File: src/rtl/spike_acc_pkg.sv
package spike_acc_pkg;

  typedef enum logic [0:0] {
    PH_IDLE = 1'b0,
    PH_RUN  = 1'b1
  } phase_e;

  // Sign-extend helper width check value used by the lane adders.
  function automatic int sum_width(int weight_w, int max_terms);
    return weight_w + $clog2(max_terms + 1);
  endfunction

endpackage

File: src/rtl/spike_bus_arbiter.sv
module spike_bus_arbiter #(
  parameter int NUM_PE = 4,
  parameter int CNT_W  = 4,
  parameter int PTR_W  = 3
) (
  input  logic                    clk,
  input  logic                    rst,
  input  logic                    start,
  input  logic [NUM_PE*CNT_W-1:0] pe_count,
  output logic                    any_fired,
  output logic                    run,
  output logic [NUM_PE-1:0]       gnt,
  output logic [PTR_W-1:0]        ptr
);

  localparam int PE_W = (NUM_PE > 1) ? $clog2(NUM_PE) : 1;

  logic [PE_W-1:0]   sel_pe;
  logic [PE_W-1:0]   first_pe;
  logic [PE_W-1:0]   next_pe;
  logic              next_found;
  logic [CNT_W-1:0]  sel_ptr;
  logic [CNT_W-1:0]  sel_cnt;
  logic [NUM_PE-1:0] gnt_d;

  // Look-ahead: first non-empty element overall, and first above the current one
  always_comb begin
    any_fired  = 1'b0;
    first_pe   = '0;
    next_found = 1'b0;
    next_pe    = '0;
    for (int p = NUM_PE - 1; p >= 0; p--) begin
      if (pe_count[p*CNT_W +: CNT_W] != '0) begin
        any_fired = 1'b1;
        first_pe  = PE_W'(p);
        if (p > int'(sel_pe)) begin
          next_found = 1'b1;
          next_pe    = PE_W'(p);
        end
      end
    end
  end

  always_comb begin
    sel_cnt = pe_count[int'(sel_pe)*CNT_W +: CNT_W];
    gnt_d   = '0;
    gnt_d[sel_pe] = 1'b1;
  end

  always_ff @(posedge clk) begin
    if (rst) begin
      run     <= 1'b0;
      sel_pe  <= '0;
      sel_ptr <= '0;
      gnt     <= '0;
      ptr     <= '0;
    end else begin
      gnt <= '0;
      if (start && any_fired) begin
        run     <= 1'b1;
        sel_pe  <= first_pe;
        sel_ptr <= '0;
      end else if (run) begin
        gnt <= gnt_d;
        ptr <= PTR_W'(sel_ptr);
        if ((sel_ptr + 1'b1) != sel_cnt) begin
          sel_ptr <= sel_ptr + 1'b1;
        end else if (next_found) begin
          sel_pe  <= next_pe;
          sel_ptr <= '0;
        end else begin
          run <= 1'b0;
        end
      end
    end
  end

  AST_GNT_ONEHOT: assert property (@(posedge clk) disable iff (rst) $onehot0(gnt));

  for (genvar p = 0; p < NUM_PE; p++) begin : g_range_chk
    AST_GNT_IN_RANGE: assert property (@(posedge clk) disable iff (rst)
      gnt[p] |-> (CNT_W'(ptr) < pe_count[p*CNT_W +: CNT_W]));
  end

endmodule

File: src/rtl/spike_req_issue.sv
module spike_req_issue #(
  parameter int IDX_W   = 8,
  parameter int GRP_W   = 4,
  parameter int MEM_LAT = 11
) (
  input  logic                   clk,
  input  logic                   rst,
  input  logic                   fetch,
  input  logic [IDX_W-1:0]       bus_idx,
  input  logic [GRP_W-1:0]       grp,
  input  logic                   mem_rvalid,
  output logic                   mem_req,
  output logic [GRP_W+IDX_W-1:0] mem_addr,
  output logic                   drained
);

  localparam int OUT_W = $clog2(MEM_LAT + 2);

  logic [OUT_W-1:0] outst;

  always_ff @(posedge clk) begin
    if (rst) begin
      mem_req  <= 1'b0;
      mem_addr <= '0;
      outst    <= '0;
    end else begin
      mem_req <= fetch;
      if (fetch) begin
        mem_addr <= {grp, bus_idx};
      end
      case ({mem_req, mem_rvalid})
        2'b10:   outst <= outst + 1'b1;
        2'b01:   outst <= outst - 1'b1;
        default: outst <= outst;
      endcase
    end
  end

  assign drained = !mem_req && (outst == '0);

  AST_STRAY_RVALID: assert property (@(posedge clk) disable iff (rst)
    mem_rvalid |-> (outst != '0));
  AST_OUTST_BOUND: assert property (@(posedge clk) disable iff (rst)
    outst <= OUT_W'(MEM_LAT + 1));

endmodule

File: src/rtl/spike_lane_accum.sv
module spike_lane_accum #(
  parameter int LANES    = 4,
  parameter int WEIGHT_W = 16,
  parameter int ACC_W    = 22
) (
  input  logic                      clk,
  input  logic                      rst,
  input  logic                      clr,
  input  logic                      add,
  input  logic [LANES*WEIGHT_W-1:0] rdata,
  output logic [LANES*ACC_W-1:0]    acc
);

  localparam int EXT_W = ACC_W - WEIGHT_W;

  for (genvar j = 0; j < LANES; j++) begin : g_lane
    logic [WEIGHT_W-1:0] w_raw;
    logic [ACC_W-1:0]    addend;
    logic [ACC_W-1:0]    acc_q;
    logic [ACC_W-1:0]    sum;

    always_comb begin
      w_raw  = rdata[j*WEIGHT_W +: WEIGHT_W];
      addend = {{EXT_W{w_raw[WEIGHT_W-1]}}, w_raw};
      sum    = acc_q + addend;
    end

    always_ff @(posedge clk) begin
      if (rst || clr) begin
        acc_q <= '0;
      end else if (add) begin
        acc_q <= sum;
      end
    end

    assign acc[j*ACC_W +: ACC_W] = acc_q;

    AST_NO_OVERFLOW: assert property (@(posedge clk) disable iff (rst)
      (add && !clr && (acc_q[ACC_W-1] == addend[ACC_W-1])) |-> (sum[ACC_W-1] == acc_q[ACC_W-1]));
  end

endmodule

File: src/rtl/spike_current_accum.sv
module spike_current_accum
  import spike_acc_pkg::*;
#(
  parameter int NUM_PE     = 4,
  parameter int LIST_DEPTH = 8,
  parameter int IDX_W      = 8,
  parameter int GRP_W      = 4,
  parameter int LANES      = 4,
  parameter int WEIGHT_W   = 16,
  parameter int MEM_LAT    = 11,
  localparam int CNT_W     = $clog2(LIST_DEPTH + 1),
  localparam int PTR_W     = (LIST_DEPTH > 1) ? $clog2(LIST_DEPTH) : 1,
  localparam int ADDR_W    = GRP_W + IDX_W,
  localparam int ACC_W     = sum_width(WEIGHT_W, NUM_PE * LIST_DEPTH)
) (
  input  logic                      clk,
  input  logic                      rst,
  input  logic                      start,
  input  logic [GRP_W-1:0]          grp_sel,
  input  logic [NUM_PE*CNT_W-1:0]   pe_count,
  output logic                      busy,
  output logic                      done,
  output logic [NUM_PE-1:0]         bus_gnt,
  output logic [PTR_W-1:0]          bus_ptr,
  input  logic [IDX_W-1:0]          bus_idx,
  output logic                      mem_req,
  output logic [ADDR_W-1:0]         mem_addr,
  input  logic                      mem_rvalid,
  input  logic [LANES*WEIGHT_W-1:0] mem_rdata,
  output logic                      cur_valid,
  output logic [GRP_W-1:0]          cur_grp,
  output logic [LANES*ACC_W-1:0]    cur_data
);

  phase_e             phase_q;
  logic [GRP_W-1:0]   grp_q;
  logic               accept;
  logic               any_fired;
  logic               arb_run;
  logic               drained;
  logic [LANES*ACC_W-1:0] acc;

  assign accept = start && (phase_q == PH_IDLE);

  spike_bus_arbiter #(
    .NUM_PE (NUM_PE),
    .CNT_W  (CNT_W),
    .PTR_W  (PTR_W)
  ) arb_i (
    .clk       (clk),
    .rst       (rst),
    .start     (accept),
    .pe_count  (pe_count),
    .any_fired (any_fired),
    .run       (arb_run),
    .gnt       (bus_gnt),
    .ptr       (bus_ptr)
  );

  spike_req_issue #(
    .IDX_W   (IDX_W),
    .GRP_W   (GRP_W),
    .MEM_LAT (MEM_LAT)
  ) iss_i (
    .clk        (clk),
    .rst        (rst),
    .fetch      (|bus_gnt),
    .bus_idx    (bus_idx),
    .grp        (grp_q),
    .mem_rvalid (mem_rvalid),
    .mem_req    (mem_req),
    .mem_addr   (mem_addr),
    .drained    (drained)
  );

  spike_lane_accum #(
    .LANES    (LANES),
    .WEIGHT_W (WEIGHT_W),
    .ACC_W    (ACC_W)
  ) acc_i (
    .clk   (clk),
    .rst   (rst),
    .clr   (accept),
    .add   (mem_rvalid),
    .rdata (mem_rdata),
    .acc   (acc)
  );

  always_ff @(posedge clk) begin
    if (rst) begin
      phase_q   <= PH_IDLE;
      grp_q     <= '0;
      done      <= 1'b0;
      cur_valid <= 1'b0;
      cur_grp   <= '0;
      cur_data  <= '0;
    end else begin
      done      <= 1'b0;
      cur_valid <= 1'b0;
      case (phase_q)
        PH_IDLE: begin
          if (accept) begin
            grp_q <= grp_sel;
            if (any_fired) begin
              phase_q <= PH_RUN;
            end else begin
              done <= 1'b1;
            end
          end
        end
        PH_RUN: begin
          if (!arb_run && (bus_gnt == '0) && drained) begin
            phase_q   <= PH_IDLE;
            done      <= 1'b1;
            cur_valid <= 1'b1;
            cur_grp   <= grp_q;
            cur_data  <= acc;
          end
        end
        default: phase_q <= PH_IDLE;
      endcase
    end
  end

  assign busy = (phase_q == PH_RUN);

  AST_VALID_WITH_DONE: assert property (@(posedge clk) disable iff (rst)
    cur_valid |-> done);
  AST_EMPTY_HOLDS: assert property (@(posedge clk) disable iff (rst)
    (done && !cur_valid) |-> $stable(cur_data));
  AST_IDLE_NO_REQ: assert property (@(posedge clk) disable iff (rst)
    (!busy && !done) |-> (bus_gnt == '0));

endmodule

File: config.mk
export PLATFORM = sky130hd
export DESIGN_NAME = spike_current_accum
export DESIGN_NICKNAME = d
export VERILOG_FILES = /design/src/rtl/spike_acc_pkg.sv /design/src/rtl/spike_bus_arbiter.sv /design/src/rtl/spike_req_issue.sv /design/src/rtl/spike_lane_accum.sv /design/src/rtl/spike_current_accum.sv
export SDC_FILE = /design/constraint.sdc
export NUM_CORES = 1
export LEC_CHECK = 0
export ABC_AREA = 0
export BUFFER_PORTS_ARGS = -buffer_cell sky130_fd_sc_hd__buf_2
export CORE_MARGIN = 1
export CORE_UTILIZATION = 52
export DETAILED_ROUTE_END_ITERATION = 8
export GPL_ROUTABILITY_DRIVEN = 0
export PLACE_DENSITY_LB_ADDON = 0.12
export SLEW_MARGIN = 0
export SYNTH_ARGS = -nofsm -noshare
export SYNTH_HDL_FRONTEND = slang
export SYNTH_SLANG_ARGS = --single-unit
export TNS_END_PERCENT = 50
File: constraint.sdc
create_clock -name clk -period 2.4 [get_ports clk]
set_input_delay 0.12 -clock clk [delete_from_list [all_inputs] [get_ports clk]]
set_output_delay 0.12 -clock clk [all_outputs]
set_load 0.01 [all_outputs]
## Word-level counts from Yosys, hierarchy flattened

Cells that the tools add are included.

- Register bits after elaboration: 218
- Input port bits: 96
- Logic and storage cells: 107

- Add/subtract/negate cells: 7
- Order comparisons: 5
- Equal/unequal tests: 4
- Shifts and indexed selects: 1
- Multiplexer cells: 41
- Bitwise operators: 3
- Reductions and logical operators: 28

Operators by type and width:

| kind | number |
|---|---|
| $add A22 B22 Y22 | 4 |
| $mux W2 | 14 |
| $mux W1 | 21 |
| $reduce_bool A4 Y1 | 4 |
| $shiftx A16 B5 Y4 | 1 |
| $add A4 B1 Y4 const B | 2 |
| $logic_not A4 Y1 | 2 |
| $mux W4 | 2 |
| $pmux W4 S2 | 1 |
| $reduce_and A2 Y1 | 4 |
| $reduce_bool A2 Y1 | 4 |
| $logic_and A1 B1 Y1 | 6 |
| $gt A2 B2 Y1 const A | 2 |
| $ne A4 B4 Y1 | 1 |
| $pmux W1 S2 | 2 |
| $reduce_or A2 Y1 | 2 |
| $reduce_or A4 Y1 | 1 |
| $sub A4 B1 Y4 const B | 1 |
| $lt A2 B3 Y1 const B | 1 |
| $not A1 Y1 | 3 |
| $reduce_and A3 Y1 | 1 |
| $reduce_or A3 Y1 | 1 |
| $demux W1 S2 | 1 |
| $eq A2 B1 Y1 const B | 1 |
| 6 further kinds | 7 |

## Longest topological paths before layout

- Depth in word-level cells: 11
- Depth in mapped cells: 11
- Gate-level depth less buffers: 11

## Cells and area by module

Synthesis repeated with hierarchy kept, for this count alone.

- Cell total of the unflattened synthesis: 1501
- Area total of the unflattened synthesis: 13382.8 µm²

Modules (own cells, without submodules):

| module | instances | cells an instance | area each (µm²) |
|---|---|---|---|
| spike_lane_accum | 1 | 904 | 7352.1 |
| spike_current_accum | 1 | 425 | 4350.4 |
| spike_bus_arbiter | 1 | 100 | 964.7 |
| spike_req_issue | 1 | 72 | 715.7 |

## Worst setup path before layout

OpenSTA, ideal clock, no wires.

- Path type: register -> register
- From: reg acc_i.g_lane[2].acc_q[0]
- To: reg acc_i.g_lane[2].acc_q[20]
- Arrival: 2348 ps
- Data required time: 2338 ps
- Path slack: -10 ps
- Cell stages (with the launch flop): 12
- Cells stage by stage: dfxtp_1 ha_1 inv_1 fa_1 and2b_1 o211ai_1 a21boi_2 o21a_1 o41ai_2 o41a_1 or3_1 nand3_1

- Word-level cells in the longest chain between the ends: 1

Ends and longest elaborated chain:

| item | RTL line | RTL |
|---|---|---|
| start: declaration | spike_lane_accum.sv:19 | `logic [ACC_W-1:0] acc_q;` |
| start signal: assignment | spike_lane_accum.sv:32 | `acc_q <= sum;` |
| $add A22 B22 Y22 | spike_lane_accum.sv:25 | `sum = acc_q + addend;` |

Every way passes these cells.
A chain may end at the register's enable or synchronous reset.

## Worst setup path in the final report

Same ends and word-level chain as after synthesis.

==> results_dict.tcl <==
set metrics [dict create \
    worstPathMaxFanout 3 \
    drt_iter0_drc 730 \
    dieHeight_um 156 \
    synth_seq_cells 218 \
    timing.rr.start "acc_i.g_lane[2].acc_q[0]" \
    cp_data_arrival_time_ns 2.85 \
    clk_path_buf_depth 3 \
    cts_tree "done" \
    drive_gt1_share_pct 22.6 \
    finalSetupViolCount 0 \
    grt_max_degree 82 \
    routedWlPerCell_um 15.4 \
    ir_drop_mv 0.482 \
    start_util_pct 53.6 \
    design.core.area_mm2 0.0229 \
    antenna_cells 0 \
    synthTopCellsByCount "nand2_1 (307), dfxtp_1 (218), a21oi_1 (216)" \
    finalCritPeriodShare_pct 99.8 \
    cp-start-kind "flop" \
    reg2reg_slack_ns 0.005 \
    drv_cap 0 \
    p_leak_nw 6.70 \
    synth.top_cell.area_share_pct 35.5 \
    max_freq_mhz 418 \
    io_pins 211 \
    antenna_left 0 \
    synth_area_leaders "dfxtp_1 (36%), nand2_1 (9.4%), ha_1 (9.0%)" \
    numCtsBuffers 25 \
    skew_ns 0.0140 \
    power.density_mw_per_mm2 652 \
    async_flop_share_pct 0 \
    min_path_type "input port to flop" \
    slew-limit-headroom_pct 40.9 \
    antenna_found_initial 0 \
    layout.nets 1975 \
    end_kind "flop" \
    period_minus_slack_ns 2.40 \
    r2r-end "acc_i.g_lane[2].acc_q[20]" \
    status "finished clean" \
    yosysTopAreaCell "dfxtp_1" \
    slew_violations 0 \
    clk_latency_ns 0.52 \
    port_buffers 210 \
    syn_area_per_cell_um2 7.92 \
    first_pass_iters 5 \
    dp_hpwl_um 22800 \
    tightest_slew_ns 0.887 \
    syn_nets 1739 \
    die_w_um 156 \
    fillers 1993 \
    crit_start "acc_i.g_lane[2].acc_q[0]" \
    cts-root-buf "clkbuf_16" \
    cts.sinks 218 \
    core.rowCount 55 \
    overflow 0 \
    gr-usage-all-layers_pct 26.0 \
    synth_ff_type "dfxtp_1" \
    yosysMostFrequentCell "nand2_1" \
    design_area_mm2 0.0152 \
    syn-cell-area_mm2 0.0123 \
    wl_um 32500 \
    cts_htree_levels 1 \
    synth_edf_count 0 \
    syn_inst 1550 \
    clkTransAtPathRegs_ns 0.06 \
    place_inst 2047 \
    seq_area_frac_synth_pct 35.5 \
    drc 0 \
    cp.required_ns 2.86 \
    areaGrowthSynthToFinish_pct 23.5 \
    fin_cells 2115 \
    final_core_util_pct 66.2 \
    synth_cell_types 77 \
    crit_end "acc_i.g_lane[2].acc_q[20]" \
    hold_viol 0 \
    ys_warn_count 0 \
    critPathKind "flop to flop" \
    dpl_cell_area_mm2 0.0138 \
    rsz0062_at_grt "true" \
    grt_pass1_wl_um 52400 \
    via_count 11683 \
    worstRegToRegCells 11 \
    vias_per_cell 5.52 \
    die_area_mm2 0.0242 \
    grt_pass1_vias 10818 \
]
[area by class of cell]
cell class / instances / area [um^2] / share of cell area (%)
multi-input cells: 1210 / 7670 / 50.6
repair buffers: 292 / 1770 / 11.7
inverters: 39 / 146 / 0.965
clock buffers: 31 / 688 / 4.54
well taps: 313 / 392 / 2.58
clock inverters: 12 / 119 / 0.784
flip-flops and latches: 218 / 4370 / 28.8
[cell usage in the layout, fill, tap and decap left out, drive strengths merged, types with 25 or more instances in the layout]
master    n
inv      39
xnor2    32
a21o     33
mux2i    38
nand3    45
nand2   308
xor2     29
buf     276
clkbuf   31
o21ai    70
nor2    108
a21oi   219
ha       88
nor3     25
dfxtp   218
[flip-flops by register name, summed over array words and instances, names as in the netlist]
name and flops:
acc_i.g_lane.acc_q 88, arb_i.gnt 4, arb_i.ptr 3, arb_i.run 1, arb_i.sel_pe 2, arb_i.sel_ptr 4, busy 1, cur_data 88
cur_grp 4, cur_valid 1, done 1, grp_q 4, iss_i.mem_addr 12, iss_i.mem_req 1, iss_i.outst 4
[worst max-delay path, stage by stage, from the launching register on]
cell and delay (ns):
dfxtp_2 0.35, ha_4 0.14, inv_2 0.03, fa_2 0.32
and2b_1 0.22, o211ai_1 0.10, a21boi_2 0.21, o21a_2 0.19
o41ai_4 0.07, o41a_1 0.33, or3_1 0.31, nand3_1 0.07
[power by group]
group | leakage (nW) | internal (mW) | total (mW) | switching (mW)
clock network | 0.400 | 2.24 | 3.76 | 1.52
logic | 4.53 | 0.930 | 2.17 | 1.24
registers | 1.77 | 3.80 | 3.95 | 0.150
total | 6.70 | 6.97 | 9.88 | 2.91
[what timing repair did]
| item | CTS | global route |
|---|---|---|
| endpoints found under the hold margin | 15 | 0 |
| hold buffers | 16 | 0 |
| pin swaps | 11 | 22 |
| gates resized for setup | 18 | 53 |
| endpoints found under the setup margin | 16 | 29 |
| setup buffers | 4 | 5 |
[through the flow]
stage	power, mW	setup TNS [ns]	hold WS (ns)	setup slack (ns)
2_1_floorplan	5.46	0	0.256	0.0274
3_3_place_gp	6.02	-0.150	0.362	-0.0584
3_5_place_dp	6.05	-0.660	0.369	-0.119
4_1_cts	9.86	-0.0438	0.00273	-0.0238
5_1_grt	10.4	-0.275	0.0482	-0.120
6_report	9.88	0	0.00461	0.00483
[worst min-delay path by stage]
stage	slack, ns	end	cells after the start	startpoint
floorplan	0.26	grp_q[0]	2	grp_sel[0]
global placement	0.36	grp_q[0]	3	grp_sel[0]
detailed placement	0.37	grp_q[2]	3	grp_sel[2]
CTS	0.003	acc_i.g_lane[3].acc_q[0]	4	mem_rdata[48]
global route	0.05	acc_i.g_lane[3].acc_q[8]	2	mem_rvalid
finish	0.005	acc_i.g_lane[3].acc_q[0]	4	mem_rdata[48]
[cell families after synthesis]
logic type	share of synthesized area (%)
mux	4.01
flops	35.5
fa+ha+maj	9.78
xor+xnor	4.35
compound gates	20.3
buf+inv	4.57
simple gates	21.4
[per-layer routing]
| layer | GRT usage, % | vias to the layer above | wire (um) |
|---|---|---|---|
| li1 | - | 5921 | - |
| met4 | 6.63 | 0 | 616 |
| met2 | 42.8 | 284 | 14800 |
| met1 | 35.7 | 5438 | 15300 |
| met3 | 3.47 | 40 | 1690 |
| met5 | 0 | - | 0 |
No activity file was read; power rests on OpenSTA's default activity.
